File: config.mk
export PLATFORM = sky130hd
export DESIGN_NAME = usb_frame_timer
export DESIGN_NICKNAME = d
export VERILOG_FILES = /design/src/rtl/uft_pkg.sv /design/src/rtl/uft_cfg_regs.sv /design/src/rtl/uft_frame_counter.sv /design/src/rtl/uft_read_mux.sv /design/src/rtl/usb_frame_timer.sv
export SDC_FILE = /design/constraint.sdc
export NUM_CORES = 1
export LEC_CHECK = 0
export BUFFER_PORTS_ARGS = -buffer_cell sky130_fd_sc_hd__buf_2
export CORE_AREA = 4 4 102 104
export CTS_CLUSTER_DIAMETER = 50
export DETAILED_ROUTE_END_ITERATION = 10
export DIE_AREA = 0 0 106 108
export PLACE_DENSITY = 0.66
export SYNTH_ARGS = -nofsm -noshare
export SYNTH_HDL_FRONTEND = slang
export SYNTH_SLANG_ARGS = --single-unit
File: constraint.sdc
create_clock -name clk -period 2.75 [get_ports clk]
set_input_delay 0.1375 -clock clk [delete_from_list [all_inputs] [get_ports clk]]
set_output_delay 0.1375 -clock clk [all_outputs]
set_load 0.02 [all_outputs]
File: src/rtl/uft_pkg.sv
package uft_pkg;

    localparam int REG_W    = 32;
    localparam int FI_W     = 14;
    localparam int FN_W     = 16;
    localparam int LDP_W    = 15;
    localparam int LST_W    = 12;
    localparam int LDP_LSB  = 16;
    localparam int REM_LSB  = 16;
    localparam int TOG_BIT  = 31;

    // Writable bits of the interval word: interval, packet field, toggle
    localparam logic [REG_W-1:0] INT_MASK =
        (32'(1) << TOG_BIT) | ((32'(1) << (LDP_LSB + LDP_W)) - (32'(1) << LDP_LSB)) |
        ((32'(1) << FI_W) - 32'(1));
    localparam logic [REG_W-1:0] LST_MASK = (32'(1) << LST_W) - 32'(1);

    typedef enum logic [1:0] {
        SEL_INTERVAL = 2'd0,
        SEL_FRAME    = 2'd1,
        SEL_LSTHR    = 2'd2,
        SEL_NONE     = 2'd3
    } reg_sel_e;

    typedef struct packed {
        logic            frt;
        logic [FN_W-1:0] fn;
        logic [FI_W-1:0] rem;
    } frame_state_t;

    function automatic logic [LDP_W-1:0] ldp_default(input logic [FI_W-1:0] fi);
        logic [31:0] v;
        v = (32'd6 * (32'(fi) - 32'd210)) / 32'd7;
        return v[LDP_W-1:0];
    endfunction

    function automatic logic [REG_W-1:0] interval_reset_word(input logic [FI_W-1:0] fi);
        return (32'(ldp_default(fi)) << LDP_LSB) | 32'(fi);
    endfunction

    function automatic logic [REG_W-1:0] frame_word(input frame_state_t s);
        return (32'(s.frt) << TOG_BIT) | (32'(s.rem) << REM_LSB) | 32'(s.fn);
    endfunction

endpackage

File: src/rtl/uft_cfg_regs.sv
module uft_cfg_regs
    import uft_pkg::*;
#(
    parameter logic [FI_W-1:0]  FI_RESET  = 14'h2EDF,
    parameter logic [LST_W-1:0] LST_RESET = 12'h628
) (
    input  logic             clk,
    input  logic             rst,
    input  logic             wr_en,
    input  reg_sel_e         wr_sel,
    input  logic [REG_W-1:0] wr_data,
    output logic [REG_W-1:0] interval_q,
    output logic [REG_W-1:0] lsthr_q
);
    localparam logic [REG_W-1:0] INT_RST = interval_reset_word(FI_RESET);

    always_ff @(posedge clk) begin
        if (rst) begin
            interval_q <= INT_RST;
            lsthr_q    <= 32'(LST_RESET);
        end else if (wr_en) begin
            case (wr_sel)
                SEL_INTERVAL: interval_q <= wr_data & INT_MASK;
                SEL_LSTHR:    lsthr_q    <= wr_data & LST_MASK;
                default:      ;
            endcase
        end
    end
endmodule

File: src/rtl/uft_frame_counter.sv
module uft_frame_counter
    import uft_pkg::*;
#(
    parameter logic [FI_W-1:0] FI_RESET = 14'h2EDF
) (
    input  logic            clk,
    input  logic            rst,
    input  logic            advance,
    input  logic [FI_W-1:0] reload_fi,
    input  logic            reload_tog,
    output frame_state_t    state,
    output logic            sof,
    output logic            ovf
);
    logic [FN_W-1:0] fn_next;
    logic            at_end;

    assign fn_next = state.fn + 1'b1;
    assign at_end  = (state.rem == '0);

    always_ff @(posedge clk) begin
        if (rst) begin
            state.frt <= 1'b0;
            state.fn  <= '0;
            state.rem <= FI_RESET;
            sof       <= 1'b0;
            ovf       <= 1'b0;
        end else begin
            sof <= 1'b0;
            ovf <= 1'b0;
            if (advance) begin
                if (at_end) begin
                    state.rem <= reload_fi;
                    state.fn  <= fn_next;
                    state.frt <= reload_tog;
                    sof       <= 1'b1;
                    ovf       <= fn_next[FN_W-1] ^ state.fn[FN_W-1];
                end else begin
                    state.rem <= state.rem - 1'b1;
                end
            end
        end
    end
endmodule

File: src/rtl/uft_read_mux.sv
module uft_read_mux
    import uft_pkg::*;
(
    input  reg_sel_e         rd_sel,
    input  logic [REG_W-1:0] interval_q,
    input  logic [REG_W-1:0] lsthr_q,
    input  frame_state_t     state,
    output logic [REG_W-1:0] rd_data
);
    always_comb begin
        case (rd_sel)
            SEL_INTERVAL: rd_data = interval_q;
            SEL_FRAME:    rd_data = frame_word(state);
            SEL_LSTHR:    rd_data = lsthr_q;
            default:      rd_data = '0;
        endcase
    end
endmodule

File: src/rtl/usb_frame_timer.sv
module usb_frame_timer
    import uft_pkg::*;
#(
    parameter logic [FI_W-1:0]  FI_RESET  = 14'h2EDF,
    parameter logic [LST_W-1:0] LST_RESET = 12'h628
) (
    input  logic        clk,
    input  logic        rst,
    input  logic        run_en,
    input  logic        bit_tick,
    input  logic        wr_en,
    input  logic [1:0]  wr_sel,
    input  logic [31:0] wr_data,
    input  logic [1:0]  rd_sel,
    output logic [31:0] rd_data,
    output logic        sof_pulse,
    output logic        ovf_pulse,
    output logic [15:0] frame_num,
    output logic [13:0] frame_remain
);
    logic [REG_W-1:0] interval_q;
    logic [REG_W-1:0] lsthr_q;
    frame_state_t     fstate;
    logic             int_toggle;
    logic             rem_toggle;

    uft_cfg_regs #(.FI_RESET(FI_RESET), .LST_RESET(LST_RESET)) u_cfg (
        .clk        (clk),
        .rst        (rst),
        .wr_en      (wr_en),
        .wr_sel     (reg_sel_e'(wr_sel)),
        .wr_data    (wr_data),
        .interval_q (interval_q),
        .lsthr_q    (lsthr_q)
    );

    assign int_toggle = interval_q[TOG_BIT];

    uft_frame_counter #(.FI_RESET(FI_RESET)) u_cnt (
        .clk        (clk),
        .rst        (rst),
        .advance    (run_en & bit_tick),
        .reload_fi  (interval_q[FI_W-1:0]),
        .reload_tog (int_toggle),
        .state      (fstate),
        .sof        (sof_pulse),
        .ovf        (ovf_pulse)
    );

    uft_read_mux u_rd (
        .rd_sel     (reg_sel_e'(rd_sel)),
        .interval_q (interval_q),
        .lsthr_q    (lsthr_q),
        .state      (fstate),
        .rd_data    (rd_data)
    );

    assign rem_toggle   = fstate.frt;
    assign frame_num    = fstate.fn;
    assign frame_remain = fstate.rem;
endmodule

==> impl_metrics.yaml <==
placement:
  hpwl_um: 8210
  dp_cells: 684
  portBuffers: 102
  gp_congestion: 0.839
timing:
  rsz0062_at_grt: "no"
  drv_slew: 0
  final.setup.tns_ns: 0
  finalHoldViolCount: 0
  period_needed_ns: 2.30
  worstMarginPinSlew_ns: 0.808
  setup_viol: 0
  fin_crit_sh: 0.837
  fmax_mhz: 434
  fin_skew_ns: 0.0156
  relSlewSlack: 0.461
clocking:
  cts_hold_buffers: 12
  cts-root-buf: "clkbuf_8"
  path_clk_slew_ns: 0.08
  post-cts-setup-buffers: 0
  numCtsBuffers: 9
  cts_resized: 0
  clkSinkCount: 75
  cts_tree: "done"
  htree_levels: 3
  insertion_delay_ns: 0.36
  clockBufferDepth: 2
layout:
  diodes: 0
  area_growth_pct: 18.7
  final_cell_mix: "107 x nand2_1, 102 x buf_2, 75 x dfxtp_1"
  final_common_cell: "nand2_1"
  fin_util: 0.494
  fillers: 1001
  drive_above_1_share: 0.249
  finalNonFillerCells: 712
  final_nets: 617
global_route:
  grt_first_pass_wirelength_um: 18400
  antenna_found_initial: 0
  grt_pass1_vias: 3589
  grt_overflow: 0
  grt_max_degree: 48
  track_usage: 0.202
synth:
  synth_cell_types: 50
  avgSynthCellArea_um2: 7.94
  synth_edf_count: 0
  synth-seq-cells: 75
  async_flop_share: 0
  syn-cell-area_um2: 3980
  ys_warn_count: 0
  yosysSeqAreaShare: 0.377
  synth_ff_type: "dfxtp_1"
  syn-instance-count: 501
  syn_nets: 544
critical_path:
  worstSetupEndpointType: "register"
  crit_arrival_ns: 2.58
  crit_type: "register to register"
  cp_max_fo: 28
  reg2reg_depth: 6
  rr_startpoint: "u_cnt.state[0]"
  rr_endpoint: "u_cnt.state[29]"
  crit_path_end: "u_cnt.state[29]"
  r2r_slack_ns: 0.45
  crit_start: "u_cnt.state[0]"
  cp_data_required_time_ns: 3.03
  critPathLaunchType: "register"
run_status:
  status: "finished clean"
floorplanning:
  core-area_um2: 9550
  core.rowCount: 36
  ioPinCount: 105
  die_h_um: 108
  initial_utilization: 0.417
  dieArea_um2: 11400
  die_x_um: 106
power_and_ir_drop:
  power.density_nw_per_um2: 504
  clock_power_share: 0.409
  leakage_uw: 0.00204
  sw_frac_of_total: 0.253
  internal_power_uw: 1780
  power.switching_uw: 601
  power.share.sequential: 0.478
  p_comb_frac: 0.113
  vdd_drop_max_v: 0.000224
detailed_routing:
  drt_first_pass_iters: 5
  route.met2.wl_um: 5480
  dr.max_layer_used: "met4"
  final_antenna_net_count: 0
  totalWireLength_um: 11700
  via_per_inst: 5.48
  drtIter0Drc: 233
  drcViolationCount: 0
  routedWlPerCell_um: 16.4
  wl_met3_um: 668
  m1WireLength_um: 5260
  num_vias: 3899
worst_hold_path:
  hold_class: "primary input to register"
flow_run:
  drv_cap: 0
## worst max-delay path, cell delays in order (launching register included)
cell and delay (ns):
dfxtp_1 0.37, inv_1 0.11, ha_1 0.19, nor4b_4 0.36
nand4_4 0.41, or4_1 0.62, a21oi_1 0.16
## worst min-delay path by stage
stage	start	cells after the start	to
after floorplan	wr_data[0]	2	u_cfg.interval_q[0]
after global placement	wr_data[25]	3	u_cfg.interval_q[25]
after detailed placement	wr_data[25]	3	u_cfg.interval_q[25]
after CTS	wr_data[1]	3	u_cfg.interval_q[1]
after global routing	wr_data[17]	3	u_cfg.interval_q[17]
final	wr_data[1]	3	u_cfg.interval_q[1]
## area by class of cell
cell class / instances / area (um^2) / share of cell area
Clock buffer: 12 / 155 / 0.0329
Clock inverter: 4 / 72.6 / 0.0154
Timing Repair Buffer: 122 / 691 / 0.146
Sequential cell: 75 / 1500 / 0.318
Inverter: 6 / 22.5 / 0.00477
Tap cell: 133 / 166 / 0.0353
Multi-Input combinational cell: 360 / 2110 / 0.447
## synthesized netlist by cell type, types with 2 or more instances
cell type	instances	area, um^2
nand2_1	107	402
dfxtp_1	75	1500
a21oi_1	37	185
nor2_1	32	120
nand3_1	31	155
buf_4	30	225
mux2i_1	30	300
clkbuf_1	26	97.6
o21ai_0	19	95.1
o31ai_1	18	135
or4_1	11	82.6
nand4_1	7	43.8
o311ai_0	7	61.3
inv_1	6	22.5
or2_2	6	37.5
or3_1	5	31.3
nor3_1	4	20.0
o2bb2ai_1	4	35.0
and2_1	3	18.8
and3b_1	3	26.3
nor4_1	3	18.8
o211ai_1	3	22.5
a22oi_1	2	15.0
a32oi_1	2	17.5
and4_1	2	17.5
buf_1	2	7.51
ha_1	2	25.0
nor3b_1	2	15.0
## flip-flops by register name, indices dropped and copies added (netlist names)
| signal | flops |
|---|---|
| u_cfg.interval_q | 30 |
| u_cfg.lsthr_q | 12 |
| u_cnt.ovf | 1 |
| u_cnt.sof | 1 |
| u_cnt.state | 31 |
## layer usage
metal  up-vias  GRT usage
met3        20     0.0293
li1       1893          -
met2       132      0.325
met4         0     0.0971
met5         -          0
met1      1854      0.269
## through the flow
stage	setup WS (ns)	power [uW]	area (um^2)	hold slack, ns
2_1_floorplan	0.938	1320	3980	0.261
3_3_place_gp	0.546	1420	4370	0.345
3_5_place_dp	0.480	1420	4370	0.349
4_1_cts	0.453	2400	4720	0.00206
5_1_grt	0.277	2470	4720	0.0172
6_report	0.447	2380	4720	0.00831
## cells by family (layout without fill, tap and decap cells)
kind of cell / count (synthesis) / after routing / synth area share
AND/OR/NAND/NOR: 230 / 230 / 0.292
AO/OA/AOI/OAI: 97 / 97 / 0.154
flip-flops: 75 / 75 / 0.377
buffers and inverters: 66 / 144 / 0.0928
multiplexers: 31 / 31 / 0.0783
adder cells (fa/ha/maj): 2 / 2 / 0.00629
## power groups by stage
stage                     clock network, uW  logic [uW]  registers (uW)
after floorplan                           0         165            1150
after global placement                    0         254            1160
after detailed placement                  0         256            1160
after CTS                               992         269            1140
after global routing                   1030         292            1140
final                                   974         268            1140
(Power assumes the default switching activity.)
